$ cat src/rtl/bcd_alu_pkg.sv
package bcd_alu_pkg;
  localparam int DW = 8;
  localparam int NW = DW / 2;
  localparam int FLAGS = 4;
  localparam int FN = 3;
  localparam int FV = 2;
  localparam int FZ = 1;
  localparam int FC = 0;

  typedef enum logic [3:0] {
    OP_ADD = 4'd0,
    OP_SUB = 4'd1,
    OP_CMP = 4'd2,
    OP_AND = 4'd3,
    OP_OR  = 4'd4,
    OP_XOR = 4'd5,
    OP_BIT = 4'd6,
    OP_SHL = 4'd7,
    OP_SHR = 4'd8,
    OP_ROL = 4'd9,
    OP_ROR = 4'd10
  } alu_op_e;

  // Two's complement overflow: both addends share a sign and the sum does not.
  function automatic logic signed_ovf(input logic a7, input logic b7, input logic r7);
    return (a7 == b7) && (r7 != a7);
  endfunction
endpackage

$ cat src/rtl/bcd_alu_addsub.sv
module bcd_alu_addsub
  import bcd_alu_pkg::*;
(
  input  logic [DW-1:0] a_i,
  input  logic [DW-1:0] m_i,
  input  logic          cin_i,
  input  logic          sub_i,
  output logic [DW-1:0] bin_o,
  output logic          bin_c_o,
  output logic [DW-1:0] dec_o,
  output logic          dec_c_o
);
  localparam int LW = NW + 2;

  logic [DW-1:0] m_eff;
  logic [DW:0]   sum;
  logic [LW-1:0] lo, hi;
  logic          lo_c, hi_c;

  assign m_eff   = sub_i ? ~m_i : m_i;
  assign sum     = {1'b0, a_i} + {1'b0, m_eff} + {{DW{1'b0}}, cin_i};
  assign bin_o   = sum[DW-1:0];
  assign bin_c_o = sum[DW];

  always_comb begin
    if (!sub_i) begin
      lo   = {2'b00, a_i[NW-1:0]} + {2'b00, m_i[NW-1:0]} + LW'(cin_i);
      lo_c = lo > LW'(9);
      if (lo_c) lo = lo + LW'(6);
      hi   = {2'b00, a_i[DW-1:NW]} + {2'b00, m_i[DW-1:NW]} + LW'(lo_c);
      hi_c = hi > LW'(9);
      if (hi_c) hi = hi + LW'(6);
      dec_c_o = hi_c;
    end else begin
      lo   = {2'b00, a_i[NW-1:0]} - {2'b00, m_i[NW-1:0]} - LW'(!cin_i);
      lo_c = lo[LW-1];
      if (lo_c) lo = lo - LW'(6);
      hi   = {2'b00, a_i[DW-1:NW]} - {2'b00, m_i[DW-1:NW]} - LW'(lo_c);
      hi_c = hi[LW-1];
      if (hi_c) hi = hi - LW'(6);
      dec_c_o = sum[DW];
    end
    dec_o = {hi[NW-1:0], lo[NW-1:0]};
  end
endmodule

$ cat src/rtl/bcd_alu_bitops.sv
module bcd_alu_bitops
  import bcd_alu_pkg::*;
(
  input  alu_op_e       op_i,
  input  logic [DW-1:0] a_i,
  input  logic [DW-1:0] m_i,
  input  logic          cin_i,
  output logic [DW-1:0] res_o,
  output logic          n_o,
  output logic          v_o,
  output logic          c_o
);
  always_comb begin
    res_o = a_i;
    v_o   = 1'b0;
    c_o   = 1'b0;
    case (op_i)
      OP_AND: res_o = a_i & m_i;
      OP_OR:  res_o = a_i | m_i;
      OP_XOR: res_o = a_i ^ m_i;
      OP_BIT: begin res_o = a_i & m_i; v_o = m_i[DW-2]; end
      OP_SHL: begin res_o = {a_i[DW-2:0], 1'b0};  c_o = a_i[DW-1]; end
      OP_SHR: begin res_o = {1'b0, a_i[DW-1:1]};  c_o = a_i[0];    end
      OP_ROL: begin res_o = {a_i[DW-2:0], cin_i}; c_o = a_i[DW-1]; end
      OP_ROR: begin res_o = {cin_i, a_i[DW-1:1]}; c_o = a_i[0];    end
      default: res_o = a_i;
    endcase
    n_o = (op_i == OP_BIT) ? m_i[DW-1] : res_o[DW-1];
  end
endmodule

$ cat src/rtl/bcd_alu_flagreg.sv
module bcd_alu_flagreg
  import bcd_alu_pkg::*;
(
  input  logic             clk,
  input  logic             rst_n,
  input  logic             we_i,
  input  logic [FLAGS-1:0] mask_i,
  input  logic [FLAGS-1:0] nxt_i,
  output logic [FLAGS-1:0] q_o
);
  always_ff @(posedge clk or negedge rst_n) begin
    if (!rst_n)    q_o <= '0;
    else if (we_i) q_o <= (q_o & ~mask_i) | (nxt_i & mask_i);
  end

  a_r12_masked_hold: assert property (@(posedge clk) disable iff (!rst_n)
    we_i |=> ((q_o ^ $past(q_o)) & ~$past(mask_i)) == '0);

  a_r12_idle_hold: assert property (@(posedge clk) disable iff (!rst_n)
    !we_i |=> $stable(q_o));
endmodule

$ cat src/rtl/bcd_alu.sv
module bcd_alu
  import bcd_alu_pkg::*;
(
  input  logic             clk,
  input  logic             rst_n,
  input  logic [3:0]       op_i,
  input  logic [DW-1:0]    a_i,
  input  logic [DW-1:0]    m_i,
  input  logic             carry_i,
  input  logic             decimal_i,
  input  logic             fixed_flags_i,
  input  logic             flag_we_i,
  output logic [DW-1:0]    result_o,
  output logic [FLAGS-1:0] flag_o,
  output logic [FLAGS-1:0] upd_mask_o,
  output logic             extra_cycle_o,
  output logic [FLAGS-1:0] flags_q_o
);
  alu_op_e       op;
  logic          is_sub, is_arith, use_dec, as_cin, m7_eff;
  logic [DW-1:0] bin_sum, dec_sum, bit_res;
  logic          bin_c, dec_c, bit_n, bit_v, bit_c;
  logic          fn, fv, fz, fc;

  assign op       = alu_op_e'(op_i);
  assign is_sub   = (op == OP_SUB) || (op == OP_CMP);
  assign is_arith = (op == OP_ADD) || (op == OP_SUB);
  assign use_dec  = is_arith && decimal_i;
  assign as_cin   = (op == OP_CMP) ? 1'b1 : carry_i;
  assign m7_eff   = is_sub ? ~m_i[DW-1] : m_i[DW-1];

  bcd_alu_addsub u_addsub (
    .a_i(a_i), .m_i(m_i), .cin_i(as_cin), .sub_i(is_sub),
    .bin_o(bin_sum), .bin_c_o(bin_c), .dec_o(dec_sum), .dec_c_o(dec_c)
  );

  bcd_alu_bitops u_bitops (
    .op_i(op), .a_i(a_i), .m_i(m_i), .cin_i(carry_i),
    .res_o(bit_res), .n_o(bit_n), .v_o(bit_v), .c_o(bit_c)
  );

  always_comb begin
    result_o   = a_i;
    upd_mask_o = 4'b0000;
    fn = 1'b0; fv = 1'b0; fz = 1'b0; fc = 1'b0;
    case (op)
      OP_ADD, OP_SUB: begin
        upd_mask_o = 4'b1111;
        result_o   = use_dec ? dec_sum : bin_sum;
        fc         = use_dec ? dec_c : bin_c;
        if (use_dec && !fixed_flags_i) begin
          fn = bin_sum[DW-1];
          fz = (bin_sum == '0);
          fv = signed_ovf(a_i[DW-1], m7_eff, bin_sum[DW-1]);
        end else begin
          fn = result_o[DW-1];
          fz = (result_o == '0);
          fv = signed_ovf(a_i[DW-1], m7_eff, result_o[DW-1]);
        end
      end
      OP_CMP: begin
        upd_mask_o = 4'b1011;
        fn = bin_sum[DW-1];
        fz = (bin_sum == '0);
        fc = bin_c;
      end
      OP_AND, OP_OR, OP_XOR: begin
        upd_mask_o = 4'b1010;
        result_o = bit_res; fn = bit_n; fz = (bit_res == '0);
      end
      OP_BIT: begin
        upd_mask_o = 4'b1110;
        result_o = bit_res; fn = bit_n; fv = bit_v; fz = (bit_res == '0);
      end
      OP_SHL, OP_SHR, OP_ROL, OP_ROR: begin
        upd_mask_o = 4'b1011;
        result_o = bit_res; fn = bit_n; fz = (bit_res == '0); fc = bit_c;
      end
      default: begin
        result_o   = a_i;
        upd_mask_o = 4'b0000;
      end
    endcase
  end

  assign flag_o        = {fn, fv, fz, fc};
  assign extra_cycle_o = use_dec && fixed_flags_i;

  bcd_alu_flagreg u_flags (
    .clk(clk), .rst_n(rst_n), .we_i(flag_we_i),
    .mask_i(upd_mask_o), .nxt_i(flag_o), .q_o(flags_q_o)
  );

  // legacy decimal add takes Z from the uncorrected binary sum
  a_r5_legacy_z: assert property (@(posedge clk) disable iff (!rst_n)
    (decimal_i && !fixed_flags_i && op == OP_ADD) |-> (flag_o[FZ] == (bin_sum == '0)));

  a_r6_fixed_z: assert property (@(posedge clk) disable iff (!rst_n)
    (decimal_i && fixed_flags_i && is_arith) |-> (flag_o[FZ] == (result_o == '0)));

  a_r6_extra_full_mask: assert property (@(posedge clk) disable iff (!rst_n)
    extra_cycle_o |-> (upd_mask_o == 4'b1111 && decimal_i));

  a_r3_digits_valid: assert property (@(posedge clk) disable iff (!rst_n)
    (decimal_i && op == OP_ADD && a_i[7:4] < 4'd10 && a_i[3:0] < 4'd10 &&
     m_i[7:4] < 4'd10 && m_i[3:0] < 4'd10)
    |-> (result_o[7:4] < 4'd10 && result_o[3:0] < 4'd10));

  a_r10_shr_top_clear: assert property (@(posedge clk) disable iff (!rst_n)
    (op == OP_SHR) |-> (!result_o[DW-1] && !flag_o[FN]));
endmodule

$ cat config.mk
export PLATFORM = sky130hd
export DESIGN_NAME = bcd_alu
export DESIGN_NICKNAME = d
export VERILOG_FILES = /design/src/rtl/bcd_alu_pkg.sv /design/src/rtl/bcd_alu_addsub.sv /design/src/rtl/bcd_alu_bitops.sv /design/src/rtl/bcd_alu_flagreg.sv /design/src/rtl/bcd_alu.sv
export SDC_FILE = /design/constraint.sdc
export NUM_CORES = 1
export LEC_CHECK = 0
export ABC_CLOCK_PERIOD_IN_PS = 14800
export BUFFER_PORTS_ARGS = -buffer_cell sky130_fd_sc_hd__buf_2
export CAP_MARGIN = 25
export CORE_UTILIZATION = 65
export CTS_CLUSTER_DIAMETER = 120
export DETAILED_ROUTE_END_ITERATION = 7
export GPL_TIMING_DRIVEN = 0
export PLACE_DENSITY = 0.89
export SETUP_SLACK_MARGIN = 0.5
export SLEW_MARGIN = 20
export SYNTH_ARGS = -nofsm -noshare
export SYNTH_HDL_FRONTEND = slang
export SYNTH_SLANG_ARGS = --single-unit
$ cat constraint.sdc
create_clock -name clk -period 14.8 [get_ports clk]
set_input_delay 2.22 -clock clk [delete_from_list [all_inputs] [get_ports clk]]
set_output_delay 2.22 -clock clk [all_outputs]
set_load 0.005 [all_outputs]
# [Yosys cells after proc, flatten, opt, wreduce, memory -nomap -nowiden]
# Index checks and enable logic that the tools add are counted.
[op_classes] n_lt_le_gt_ge=2 bitwise_logic=9 reduce_logical=21 mul=0 shifts=0 n_mux=24 n_eq_ne=13 add_sub_neg=14 div=0
[ops] operator="$pmux 8 s7" n=1
[ops] operator="$logic_not 8->1" n=3
[ops] operator="$mux 4" n=6
[ops] operator="$eq 4x3->1 const B" n=4
[ops] operator="$mux 8" n=2
[ops] operator="$pmux 4 s4" n=1
[ops] operator="$pmux 8 s2" n=1
[ops] operator="$add 5x1->6" n=2
[ops] operator="$eq 4x4->1 const B" n=3
[ops] operator="$gt 6x4->1 const B" n=2
[ops] operator="$sub 6x1->6" n=2
[ops] operator="$add 4x4->5" n=2
[ops] operator="$sub 4x4->5" n=2
[ops] operator="$add 8x8->9" n=1
[ops] operator="$add 9x1->9" n=1
[ops] operator="$pmux 1 s3" n=3
[ops] operator="$add 4x3->4 const B" n=2
[ops] operator="$and 4x4->4" n=2
[ops] operator="$and 8x8->8" n=1
[ops] operator="$eq 4x2->1 const B" n=2
[ops] operator="$mux 1" n=8
[ops] operator="$not 8->8" n=1
[ops] operator="$or 8x8->8" n=1
[ops] operator="$reduce_or 2->1" n=4
[ops] operator="17 further kinds" n=26
[totals] out_inout_bits=21 latch_bits=0 mem_bits_ro=0 word_cells=84 n_memories=0 ram_bits=0 in_bits=26 regBits=4

# [Logic depth before layout (Yosys ltp)]
[depth] ltp_word=15 mapped_depth=24 mapped_depth_nobuf=21

# [By module]
# From an unflattened synthesis, not the netlist that was laid out.
[hier_totals] cells_unflattened=463 area_unflattened_um2=3422.0
[modules_own_cells] module="bcd_alu_addsub" cells_each=200 area_per_inst_um2=1551.5 n_inst=1
[modules_own_cells] module="bcd_alu_bitops" cells_each=155 area_per_inst_um2=1046.0 n_inst=1
[modules_own_cells] module="bcd_alu" cells_each=96 area_per_inst_um2=649.4 n_inst=1
[modules_own_cells] module="bcd_alu_flagreg" cells_each=12 area_per_inst_um2=175.2 n_inst=1

# [Least setup slack after synthesis]
# No wires, ideal clock.
[synth_path] path_kind="input to output" startpoint="in op_i[0]" endpoint="out flag_o[2]" path_buffers=3 setup_slack_ps=6229 t_arrival_ps=6351 required_time_ps=12580 cell_stages=24 cell_sequence="buf_2 -> buf_2 -> inv_1 -> and3_1 -> nor2_1 -> inv_1 -> fa_1 -> inv_1 -> fa_1 -> xor2_1 -> nand2_1 -> a21oi_1 -> fa_1 -> inv_1 -> fa_1 -> xnor2_1 -> ha_1 -> a21o_2 -> o21ai_0 -> mux2i_1 -> a311o_1 -> o21ai_2 -> o21ai_2 -> buf_4"
[synth_via] elab_chain_len=13 word_cells_on_any_way=34 cone_classes="add/sub: 8; order compare: 2; eq/ne: 6; mux: 9; reduce/logical: 9"
[synth_rtl] item="start, declared" line_no="bcd_alu.sv:6" text="input logic [3:0] op_i,"
[synth_rtl] item="$eq 4x2->1" line_no="bcd_alu.sv:26, bcd_alu.sv:29"
[synth_rtl] item="$mux 1" line_no="bcd_alu.sv:29" text="assign as_cin = (op == OP_CMP) ? 1'b1 : carry_i;"
[synth_rtl] item="$add 5x1->6 or $logic_not 1->1 (tied branches)" line_no="bcd_alu_addsub.sv:27, bcd_alu_addsub.sv:35"
[synth_rtl] item="$gt 6x4->1 or $sub 6x1->6 (tied branches)" line_no="bcd_alu_addsub.sv:28, bcd_alu_addsub.sv:35"
[synth_rtl] item="$add 5x1->6 or $sub 6x1->6 (tied branches)" line_no="bcd_alu_addsub.sv:30, bcd_alu_addsub.sv:38"
[synth_rtl] item="$gt 6x4->1 (tied with other cells)" line_no="bcd_alu_addsub.sv:31" text="hi_c = hi > LW'(9);"
[synth_rtl] item="$mux 4 (on tied branches)" line_no="bcd_alu_addsub.sv:32, bcd_alu_addsub.sv:40"
[synth_rtl] item="$mux 4" line_no="bcd_alu_addsub.sv:26" text="if (!sub_i) begin"
[synth_rtl] item="$mux 8" line_no="bcd_alu.sv:49" text="result_o = use_dec ? dec_sum : bin_sum;"
[synth_rtl] item="$ne 1x1->1" line_no="bcd_alu_pkg.sv:26" text="return (a7 == b7) && (r7 != a7);"
[synth_rtl] item="$logic_and 1x1->1" line_no="bcd_alu_pkg.sv:26"
[synth_rtl] item="$mux 1" line_no="bcd_alu.sv:51" text="if (use_dec && !fixed_flags_i) begin"
[synth_rtl] item="$pmux 1 s2 (*)" line_no="bcd_alu.sv:46" text="case (op)"
[synth_rtl] item="end, declared" line_no="bcd_alu.sv:14" text="output logic [FLAGS-1:0] flag_o,"
# Mark *: on every way between the ends. The rest lies on a longest branch, timed or not.

# [Worst setup path in the final report]
# Ends and elaborated chain as after synthesis.

==> out/qor.txt <==
Multi-input gate area - 0.00283 mm2
Peak VDD IR - 0.0000838 V
CTS tree - yes
initial antenna violation count - 0
Util after Layout - 75.6%
GR Util All Layers - 39.2%
Worst Setup Start Kind - input port
Setup Buffers After CTS - 0
number of max-cap violations - 0
diode count - 0
total number of vias - 3781
clk_skew - 0 ns
Worst slew margin - 53.8%
post-synthesis sequential area ratio - 3.05%
Via density - 6.78
distinct cell type count after synthesis - 78
Clock transition at path regs - 0.03 ns
PortBufs - 43
H-tree levels - 1
crit path DAT - 7.38 ns
critical path type - in -> out
Layout area overhead - 10.4%
most numerous cell in the Yosys netlist - inv_1
Finished Layout Cells - 558
Final Max Slew Viols - 0
Initial Util - 68.5%
placed cell count - 555
status - finished, final reports clean
gr ovfl total - 0
Synth top cells by count - inv_1, ha_1, a21oi_1
Die X - 73.0 um
final worst-path cycle share - 64.9%
Final Hold Fails - 0
switching share of power - 51.8%
die height - 73.0 um
final setup TNS - 0 ns
leakage - 0.00166 uW
worst-path maximum fanout - 10
hold_buf cts - 0
part of the power in the clock network - 10.7%
Cells after Synth - 445
Seq pwr share - 6.6%
measured slew at the worst slew-check pin - 0.690 ns
vias in the first global route - 3451
wire per inst - 18.8 um
clock tree buffer depth - 2
crit path time final - 9.60 ns
Setup Viol. Count Final - 0
Detailed Route Iter0 Violations - 484
CTS sink cnt - 4
root buffer cell - clkbuf_8
Nets - 566
Hold/Removal Path Class - reg -> reg
syn_area_per_cell - 7.37 um2
register area - 100 um2
Die ar. - 0.00533 mm2
ys async rst share - 100%
Combinational Power Share - 82.7%
WP data required - 12.58 ns
Placeable Area - 0.00479 mm2
Pwr Density - 60.9 mW/mm2
PostCTS Resize Cnt - 0
Int Pwr - 106 uW
CTS Buf Count - 3
remaining design rule violation count - 0
global-route wire length before repair - 16400 um
FF+latch count, synth - 4
CP endpoint kind - output port
Net Switching - 114 uW
# fillers - 419
pin count of the biggest net entering global routing - 11
EDFF count, synth - 0
Pre-antenna DRT Iters - 5
RSZ-0062 raised after global routing - false
Synth top area share - 14.9%
Routed WL - 10500 um
dominant synthesized flop cell - dfrtp_1
Mapped Area - 0.00328 mm2
DRT antenna net count - 0
ranking of synthesized cells by area - ha_1, inv_1, a21oi_1
insertion delay to the later sink of the worst-skew pair - 0.21 ns
post-synth top area cell - ha_1
warnings from Yosys - 0
Fin Hold WS - 0.505 ns
routability congestion estimate - 0.958
row count - 25
DP HPWL - 8370 um
crit path from - op_i[0]
FMAX - 104 MHz
Ports - 47
share of cells above drive strength 1 - 19.6%
syn_nets - 518
==> power by group through the flow <==
| stage | clock, uW | sequential [uW] | combinational, uW |
|---|---|---|---|
| 3_5_place_dp | 0 | 14.6 | 175 |
| 5_1_grt | 24.5 | 14.7 | 197 |
| 6_report | 23.7 | 14.5 | 182 |
| 3_3_place_gp | 0 | 14.3 | 169 |
| 2_1_floorplan | 0 | 14.8 | 128 |
| 4_1_cts | 23.5 | 14.5 | 178 |
==> critical path, cell delays in order <==
cell and delay (ns):
buf_2 0.16, buf_2 0.24, inv_1 0.19, and3_1 0.29, nor2_1 0.26, inv_1 0.09
fa_1 0.42, inv_1 0.09, fa_1 0.29, xor2_1 0.32, nand2_1 0.13, a21oi_1 0.23
fa_1 0.24, inv_1 0.06, fa_1 0.40, xnor2_1 0.31, ha_1 0.24, a21o_2 0.09
o21ai_0 0.07, mux2i_1 0.34, o22ai_1 0.17, o21ai_2 0.21, o21ai_2 0.08, buf_4 0.13
buf_2 0.11
==> metal layers <==
metal,vias to the layer above,track usage (%),routed length [um]
met5,-,0,0
met3,54,5.94,1140
li1,1731,-,-
met1,1727,52.3,4210
met2,269,63.0,4700
met4,0,15.7,417
==> final cells by class <==
type                    instances  area share, %
repair buffers                 43           5.95
inverters                      46           4.77
clock buffers                   3           1.14
multi-input cells             370           78.3
flip-flops and latches          4           2.77
well taps                      67           2.32
plain buffers                  25           4.77
==> path summary, 6_finish.rpt <==
path | cells past startpoint | to | slack, ns
min reg2reg | 1 | flip-flop | 0.51
max in group asynchronous | 1 | asynchronous set/reset pin | 12.86
max reg2reg | 1 | flip-flop | 14.03
min | 1 | flip-flop | 0.51
min in group asynchronous | 1 | asynchronous set/reset pin | 1.80
max | 25 | flag_o[2] | 5.20
==> through the flow <==
step                instance area (um2)  power, uW  setup slack (ns)
finish                             3620        220              5.20
global route                       3620        236              4.88
CTS                                3620        216              5.31
detailed placement                 3580        190              5.35
global placement                   3580        184              5.45
floorplan                          3280        143              6.23
==> cell families after synthesis <==
kind of cell	after synthesis	share of synthesized area [%]
xor gates and xnor gates	23	6.72
DFF	4	3.05
and+or+nand+nor	134	23.2
buffers and inverters	71	10.5
muxes	10	3.17
AOI/OAI and AO/OA	156	33.6
adders and majority gates	47	19.8
==> cell usage in the layout (no fill, tap or decap), drive strengths merged, types with 3 or more instances in the layout <==
cell / instances
o31ai: 6
o311ai: 4
fa: 8
nor3: 7
or3: 5
mux2i: 7
a211oi: 10
nor2: 30
o21ai: 26
o211ai: 5
nand2b: 13
a2111oi: 3
or3b: 5
and3: 5
inv: 46
o21a: 6
a31oi: 11
xor2: 5
a2bb2oi: 5
and2: 3
buf: 62
ha: 39
a21o: 7
nor4: 4
o21bai: 3
mux2: 3
xnor2: 18
nor2b: 8
nand3: 17
clkbuf: 9
o221ai: 7
nand2: 23
o22ai: 10
a21oi: 34
dfrtp: 4
o2111ai: 4
nor4b: 3
(Power assumes the default switching activity.)
